==> src/rtl/rowcmd_sched.sv <==
module rowcmd_sched #(
  parameter int NBANK   = 4,
  parameter int ROW_W   = 12,
  parameter int COL_W   = 8,
  parameter int QDEPTH  = 4,
  parameter int T_ACT   = 8,
  parameter int T_PRE   = 8,
  parameter int T_RD    = 4,
  parameter int T_WR    = 4,
  parameter int T_REF   = 64,
  parameter int T_PP    = 34,
  parameter int REF_WIN = 15600,
  parameter int REF_CNT = 2,
  localparam int BANK_W = (NBANK > 1) ? $clog2(NBANK) : 1
) (
  input  logic              clk,
  input  logic              rst_n,
  input  logic              req_valid,
  output logic              req_ready,
  input  logic              req_wr,
  input  logic [BANK_W-1:0] req_bank,
  input  logic [ROW_W-1:0]  req_row,
  input  logic [COL_W-1:0]  req_col,
  output logic              cmd_valid,
  output logic [2:0]        cmd_op,
  output logic [BANK_W-1:0] cmd_bank,
  output logic [ROW_W-1:0]  cmd_row,
  output logic [COL_W-1:0]  cmd_col,
  output logic              cmd_done
);
  localparam int QP_W    = (QDEPTH > 1) ? $clog2(QDEPTH) : 1;
  localparam int QC_W    = $clog2(QDEPTH + 1);
  localparam int ENT_W   = 1 + BANK_W + ROW_W + COL_W;
  localparam int REF_INT = REF_WIN / REF_CNT;
  localparam int RT_W    = (REF_INT > 1) ? $clog2(REF_INT) : 1;
  localparam int M1      = (T_ACT > T_PRE) ? T_ACT : T_PRE;
  localparam int M2      = (T_RD > T_WR) ? T_RD : T_WR;
  localparam int M3      = (M1 > M2) ? M1 : M2;
  localparam int LAT_MAX = (M3 > T_REF) ? M3 : T_REF;
  localparam int W_W     = $clog2(LAT_MAX + 1);
  localparam int PP_W    = $clog2(T_PP + 1);

  localparam logic [2:0] OP_NOP = 3'd0, OP_ACT = 3'd1, OP_PRE = 3'd2,
                         OP_RD  = 3'd3, OP_WR  = 3'd4, OP_REF = 3'd5;
  localparam logic [PP_W-1:0] PP_LIM = PP_W'(T_PP - 1);
  localparam logic [RT_W-1:0] RT_LIM = RT_W'(REF_INT - 1);
  localparam logic [QP_W-1:0] QP_LAST = QP_W'(QDEPTH - 1);
  localparam logic [QC_W-1:0] QC_FULL = QC_W'(QDEPTH);

  logic [ENT_W-1:0]  q_mem [QDEPTH];
  logic [QP_W-1:0]   q_rd, q_wr;
  logic [QC_W-1:0]   q_cnt;
  logic [NBANK-1:0]  b_open;
  logic [ROW_W-1:0]  b_row [NBANK];
  logic [W_W-1:0]    wait_q, lat;
  logic [PP_W-1:0]   pp_age;
  logic [RT_W-1:0]   ref_tmr;
  logic              ref_pend;
  logic              h_wr, hit, push, is_ref;
  logic [BANK_W-1:0] h_bank;
  logic [ROW_W-1:0]  h_row;
  logic [COL_W-1:0]  h_col;
  logic [2:0]        op;

  assign {h_wr, h_bank, h_row, h_col} = q_mem[q_rd];
  assign req_ready = (q_cnt != QC_FULL);
  assign push      = req_valid && req_ready;
  assign hit       = b_open[h_bank] && (b_row[h_bank] == h_row);

  always_comb begin
    op = OP_NOP;
    if (wait_q == '0) begin
      if (ref_pend)                 op = OP_REF;
      else if (q_cnt != '0) begin
        if (hit)                    op = h_wr ? OP_WR : OP_RD;
        else if (!b_open[h_bank])   op = OP_ACT;
        else if (pp_age == PP_LIM)  op = OP_PRE;
      end
    end
  end

  always_comb begin
    case (op)
      OP_ACT:  lat = W_W'(T_ACT);
      OP_PRE:  lat = W_W'(T_PRE);
      OP_RD:   lat = W_W'(T_RD);
      OP_WR:   lat = W_W'(T_WR);
      OP_REF:  lat = W_W'(T_REF);
      default: lat = '0;
    endcase
  end

  assign is_ref    = (op == OP_REF);
  assign cmd_valid = (op != OP_NOP);
  assign cmd_op    = op;
  assign cmd_bank  = is_ref ? '0 : h_bank;
  assign cmd_row   = is_ref ? '0 : h_row;
  assign cmd_col   = is_ref ? '0 : h_col;
  assign cmd_done  = (op == OP_RD) || (op == OP_WR);

  always_ff @(posedge clk) begin
    if (push) q_mem[q_wr] <= {req_wr, req_bank, req_row, req_col};
  end

  always_ff @(posedge clk or negedge rst_n) begin
    if (!rst_n) begin
      q_rd  <= '0;
      q_wr  <= '0;
      q_cnt <= '0;
    end else begin
      if (push)     q_wr <= (q_wr == QP_LAST) ? '0 : q_wr + 1'b1;
      if (cmd_done) q_rd <= (q_rd == QP_LAST) ? '0 : q_rd + 1'b1;
      case ({push, cmd_done})
        2'b10:   q_cnt <= q_cnt + 1'b1;
        2'b01:   q_cnt <= q_cnt - 1'b1;
        default: q_cnt <= q_cnt;
      endcase
    end
  end

  always_ff @(posedge clk or negedge rst_n) begin
    if (!rst_n) begin
      wait_q   <= '0;
      pp_age   <= PP_LIM;
      ref_tmr  <= '0;
      ref_pend <= 1'b0;
      b_open   <= '0;
      for (int i = 0; i < NBANK; i++) b_row[i] <= '0;
    end else begin
      if (cmd_valid)          wait_q <= lat - 1'b1;
      else if (wait_q != '0)  wait_q <= wait_q - 1'b1;

      if (op == OP_PRE)       pp_age <= '0;
      else if (pp_age != PP_LIM) pp_age <= pp_age + 1'b1;

      if (is_ref) ref_pend <= 1'b0;
      if (ref_tmr == RT_LIM) begin
        ref_tmr  <= '0;
        ref_pend <= 1'b1;
      end else begin
        ref_tmr  <= ref_tmr + 1'b1;
      end

      case (op)
        OP_REF: b_open <= '0;
        OP_PRE: b_open[h_bank] <= 1'b0;
        OP_ACT: begin
          b_open[h_bank] <= 1'b1;
          b_row[h_bank]  <= h_row;
        end
        default: ;
      endcase
    end
  end
endmodule

==> config.mk <==
export PLATFORM = sky130hd
export DESIGN_NAME = rowcmd_sched
export DESIGN_NICKNAME = d
export VERILOG_FILES = /design/src/rtl/rowcmd_sched.sv
export SDC_FILE = /design/constraint.sdc
export NUM_CORES = 1
export LEC_CHECK = 0
export BUFFER_PORTS_ARGS = -buffer_cell sky130_fd_sc_hd__buf_2
export CAP_MARGIN = 25
export CELL_PAD_IN_SITES_DETAIL_PLACEMENT = 0
export CELL_PAD_IN_SITES_GLOBAL_PLACEMENT = 1
export CORE_AREA = 2 2 134 162
export DETAILED_ROUTE_END_ITERATION = 16
export DIE_AREA = 0 0 136 164
export GPL_ROUTABILITY_DRIVEN = 1
export GPL_TIMING_DRIVEN = 1
export PLACE_DENSITY_LB_ADDON = 0.1
export SLEW_MARGIN = 15
export SYNTH_ARGS = -nofsm -noshare
export SYNTH_HDL_FRONTEND = slang
export SYNTH_SLANG_ARGS = --single-unit
==> constraint.sdc <==
create_clock -name clk -period 4.4 [get_ports clk]
set_input_delay 0.22 -clock clk [delete_from_list [all_inputs] [get_ports clk]]
set_output_delay 0.22 -clock clk [all_outputs]
set_load 0.005 [all_outputs]
==> impl_summary.txt <==
----------------------------------------------------
[Clock network]
  Latest clock arrival within the worst-skew pair ... 430 ps
  Deepest level of the CTS H-tree ... 4
  CTS tree ... built
  Clock Tree Root ... sky130_fd_sc_hd__clkbuf_16
  Number of CTS-inserted buffers ... 17
  Clock input transition at the sequential cells of the worst setup and hold paths ... 70 ps
  Clk buf depth ... 2
  CTS sink count ... 178

[Finish]
  Number of diodes added for antenna fixing ... 0
  Final instance area ... 0.00960 sq mm
  Layout Nets ... 760
  Area delta synth->final ... 17.9%
  Fraction of final layout cells sized beyond drive strength 1 ... 21.8%

[Yosys]
  Syn Nets ... 672
  Primary flip-flop cell chosen by synthesis mapping ... sky130_fd_sc_hd__edfxtp_1
  Share of synthesized flip-flops with an asynchronous set or reset ... 48.3%
  Synthesized cell area ... 0.00814 sq mm
  Cell count after synthesis ... 635
  Flops & latches, synth ... 178
  Mean area per synthesized cell ... 12.8 sq um
  Count of distinct cell types in the synthesized netlist ... 57
  Yosys warnings ... 0
  Sequential cell area fraction in the yosys report ... 60.4%
  EDFF count, synth ... 92

[Min path]
  Hold wc startpoint ... req_row[2]
  Class of the worst hold path ... input pin to flip-flop
  Number of cells on the worst hold path ... 1
  Hold Path End ... q_mem[3][10]$_DFFE_PP_

[STA]
  Skew final ... 14.7 ps
  Final setup violation count ... 0
  Worst Tran Pin Value ... 905 ps
  Final number of max-transition violations ... 0
  Fmax ... 243 MHz
  Relative max-transition margin ... 39.7%
  Number of hold violations in the final report ... 0
  Final Critical Period ... 4110 ps
  Final critical-path share of the clock period ... 93.4%

[Worst setup path]
  Sort of element at the start of the critical path ... flip-flop
  FF-to-FF setup slack ... 520 ps
  Crit path arrival time ... 3890 ps
  Largest driver fanout on the critical path ... 29
  Source of the worst register-to-register timing path ... q_rd[0]$_DFFE_PN0N_
  Destination of the worst register-to-register timing path ... q_cnt[2]$_DFFE_PN0P_
  Endpoint type of the worst setup path ... output port
  FF-to-FF path depth ... 12
  Required arrival time at the worst endpoint ... 4180 ps
  Critical setup path kind ... flip-flop to output port

[Power]
  Max IR drop VDD ... 0.297 mV
  Cell area power density ... 536 mW/mm^2
  Post-route total power ... 5.15 mW
  LEAKAGE ... 3.79 nW

[Routing]
  Detailed Route WL ... 17.6 mm
  Length of the first detailed-routing pass in iterations ... 4
  Wire per inst ... 17.6 microns
  Vias per Instance ... 5.01
  Initial detailed-routing violation count ... 203
  Final routed DRC violation total ... 0
  Final antenna-violating net count ... 0
  Via count ... 5,040

[GRT]
  GRT overflow ... 0
  Maximum number of pins on one net before global-route repair ... 77
  Number of antenna violations at the first check in global routing ... 0
  Global-route wire length before repair ... 27.7 mm
  Global router's overall resource usage ... 16.4%
  Via count of the first global-routing pass ... 5,213

[Floorplanning]
  Die extent in x ... 136 microns
  Initial Util ... 39.2%
  Die height ... 164 microns
  Core Area ... 0.0208 sq mm
  Count of pins on the block boundary ... 54
  FP Rows ... 58
  Total Die Area ... 0.0223 sq mm

[Outcome]
  Outcome ... complete, no violations

[Placement]
  RD Place Congestion ... 0.757
  Detailed placer's ending HPWL ... 11.5 mm
  Count of buffers inserted at the top-level ports ... 53
  Placed Instance Area ... 0.00873 sq mm

[Flow run]
  Maxcap violations ... 0

----------------------------------------------------
## metal layers
metal  share of wire (%)  GRT usage (%)  up-vias
li1                    -              -     2466
met1                  45           20.5     2501
met2                  52           29.0       63
met3                 2.0           3.18       10
met4                0.87           4.59        0
met5                   0              0        -
## report_power, final
part,switching [mW],leakage [nW],internal (mW)
Clock,0.725,0.287,0.762
Combinational,0.674,1.56,0.528
Sequential,0.233,1.94,2.23
Total,1.63,3.79,3.51
## worst max-delay path, stage by stage, from the launching register on
cell and delay (ps):
sky130_fd_sc_hd__dfrtp_2 470, sky130_fd_sc_hd__buf_6 300, sky130_fd_sc_hd__mux4_2 610, sky130_fd_sc_hd__nor2b_1 160, sky130_fd_sc_hd__a32oi_1 210, sky130_fd_sc_hd__o2111ai_1 220
sky130_fd_sc_hd__nor4_4 250, sky130_fd_sc_hd__nand3_4 220, sky130_fd_sc_hd__o31ai_4 320, sky130_fd_sc_hd__and2_1 160, sky130_fd_sc_hd__buf_4 290, sky130_fd_sc_hd__nor2_1 80
sky130_fd_sc_hd__buf_2 160
## final cells by class
| class | instances | area [sq um] |
|---|---|---|
| clock buffers | 17 | 425 |
| clock inverters | 14 | 155 |
| fillers | 1948 | 11200 |
| inverters | 13 | 48.8 |
| multi-input cells | 414 | 3010 |
| flip-flops and latches | 178 | 4920 |
| well taps | 270 | 338 |
| repair buffers | 99 | 699 |
## per-stage QoR
stage / setup WS [ps] / std cells / utilization [%] / hold slack (ps) / setup TNS (ps)
detailed placement: 408 / 950 / 42.1 / 68.0 / 0
global route: -3.32 / 1005 / 46.2 / 1.12 / -3.32
global placement: 441 / 950 / 42.1 / 66.4 / 0
floorplan: 784 / 635 / - / -75.6 / 0
finish: 291 / 1005 / 46.2 / 16.7 / 0
CTS: 48.7 / 997 / 45.7 / 0.873 / 0
## logic make-up (layout without fill, tap and decap cells)
kind of cell | count (synthesis) | count (layout) | synth area share, %
flops | 178 | 178 | 60.4
xor+xnor | 28 | 28 | 3.01
fa+ha+maj | 11 | 11 | 1.78
mux | 92 | 93 | 13.9
buf+inv | 44 | 143 | 2.98
compound gates | 94 | 94 | 7.20
simple gates | 188 | 188 | 10.7
## synthesized netlist by cell type (3+ instances only)
master | number | area, sq um
sky130_fd_sc_hd__nor3_1 | 5 | 25.0
sky130_fd_sc_hd__mux4_2 | 13 | 293
sky130_fd_sc_hd__and3_1 | 7 | 43.8
sky130_fd_sc_hd__ha_1 | 10 | 125
sky130_fd_sc_hd__inv_1 | 13 | 48.8
sky130_fd_sc_hd__buf_2 | 5 | 25.0
sky130_fd_sc_hd__nand3_1 | 14 | 70.1
sky130_fd_sc_hd__dfrtp_1 | 84 | 2100
sky130_fd_sc_hd__xor2_1 | 11 | 96.3
sky130_fd_sc_hd__xnor2_1 | 17 | 149
sky130_fd_sc_hd__clkbuf_1 | 13 | 48.8
sky130_fd_sc_hd__a21o_1 | 3 | 22.5
sky130_fd_sc_hd__o31ai_1 | 5 | 37.5
sky130_fd_sc_hd__nor2_1 | 48 | 180
sky130_fd_sc_hd__o21ai_0 | 65 | 325
sky130_fd_sc_hd__mux2i_1 | 58 | 581
sky130_fd_sc_hd__buf_6 | 6 | 67.6
sky130_fd_sc_hd__nand2_1 | 80 | 300
sky130_fd_sc_hd__nor4_1 | 4 | 25.0
sky130_fd_sc_hd__mux2_2 | 17 | 191
sky130_fd_sc_hd__a21oi_1 | 7 | 35.0
sky130_fd_sc_hd__edfxtp_1 | 92 | 2760
sky130_fd_sc_hd__or3_1 | 4 | 25.0
sky130_fd_sc_hd__nor2b_1 | 11 | 68.8
## sequential cells by signal, indices dropped and copies added, names as in the netlist
signal and flops:
pp_age 6, b_row 48, b_open 4, q_mem 92
ref_tmr 13, wait_q 7, q_wr 2, ref_pend 1
q_cnt 3, q_rd 2
## layout by cell type (no fill, tap or decap), types with 3 or more instances in the layout
| master | count |
|---|---|
| sky130_fd_sc_hd__nor4_1 | 4 |
| sky130_fd_sc_hd__nor2_1 | 48 |
| sky130_fd_sc_hd__o31ai_1 | 5 |
| sky130_fd_sc_hd__xnor2_1 | 17 |
| sky130_fd_sc_hd__mux2_2 | 17 |
| sky130_fd_sc_hd__mux2i_1 | 58 |
| sky130_fd_sc_hd__mux4_2 | 14 |
| sky130_fd_sc_hd__edfxtp_1 | 92 |
| sky130_fd_sc_hd__buf_2 | 52 |
| sky130_fd_sc_hd__dlygate4sd3_1 | 18 |
| sky130_fd_sc_hd__inv_8 | 7 |
| sky130_fd_sc_hd__clkinv_4 | 4 |
| sky130_fd_sc_hd__and3_1 | 7 |
| sky130_fd_sc_hd__xor2_1 | 11 |
| sky130_fd_sc_hd__inv_1 | 13 |
| sky130_fd_sc_hd__a21o_1 | 3 |
| sky130_fd_sc_hd__nor3_1 | 5 |
| sky130_fd_sc_hd__a21oi_1 | 7 |
| sky130_fd_sc_hd__o21ai_0 | 64 |
| sky130_fd_sc_hd__or3_1 | 4 |
| sky130_fd_sc_hd__nor2b_1 | 11 |
| sky130_fd_sc_hd__ha_1 | 10 |
| sky130_fd_sc_hd__dfrtp_1 | 82 |
| sky130_fd_sc_hd__nand3_1 | 14 |
| sky130_fd_sc_hd__clkbuf_16 | 17 |
| sky130_fd_sc_hd__buf_12 | 3 |
| sky130_fd_sc_hd__nand2_1 | 80 |
| sky130_fd_sc_hd__buf_4 | 25 |
## timing repair
item,4_1_cts,5_1_grt
endpoints found under the hold margin,67,7
setup buffers,0,4
endpoints found under the setup margin,0,22
hold buffers,16,2
resized for setup,0,5
## how the worst max path moves through the flow
stage	start	end	cells after the start
floorplan	q_rd[0]$_DFFE_PN0N_	q_cnt[2]$_DFFE_PN0P_	16
global placement	q_rd[1]$_DFFE_PN0N_	q_cnt[2]$_DFFE_PN0P_	12
detailed placement	q_rd[1]$_DFFE_PN0N_	q_cnt[2]$_DFFE_PN0P_	12
CTS	q_rd[1]$_DFFE_PN0N_	cmd_col[7]	12
global route	q_rd[0]$_DFFE_PN0N_	cmd_row[11]	12
finish	q_rd[0]$_DFFE_PN0N_	cmd_row[11]	12
(Power assumes the default switching activity.)
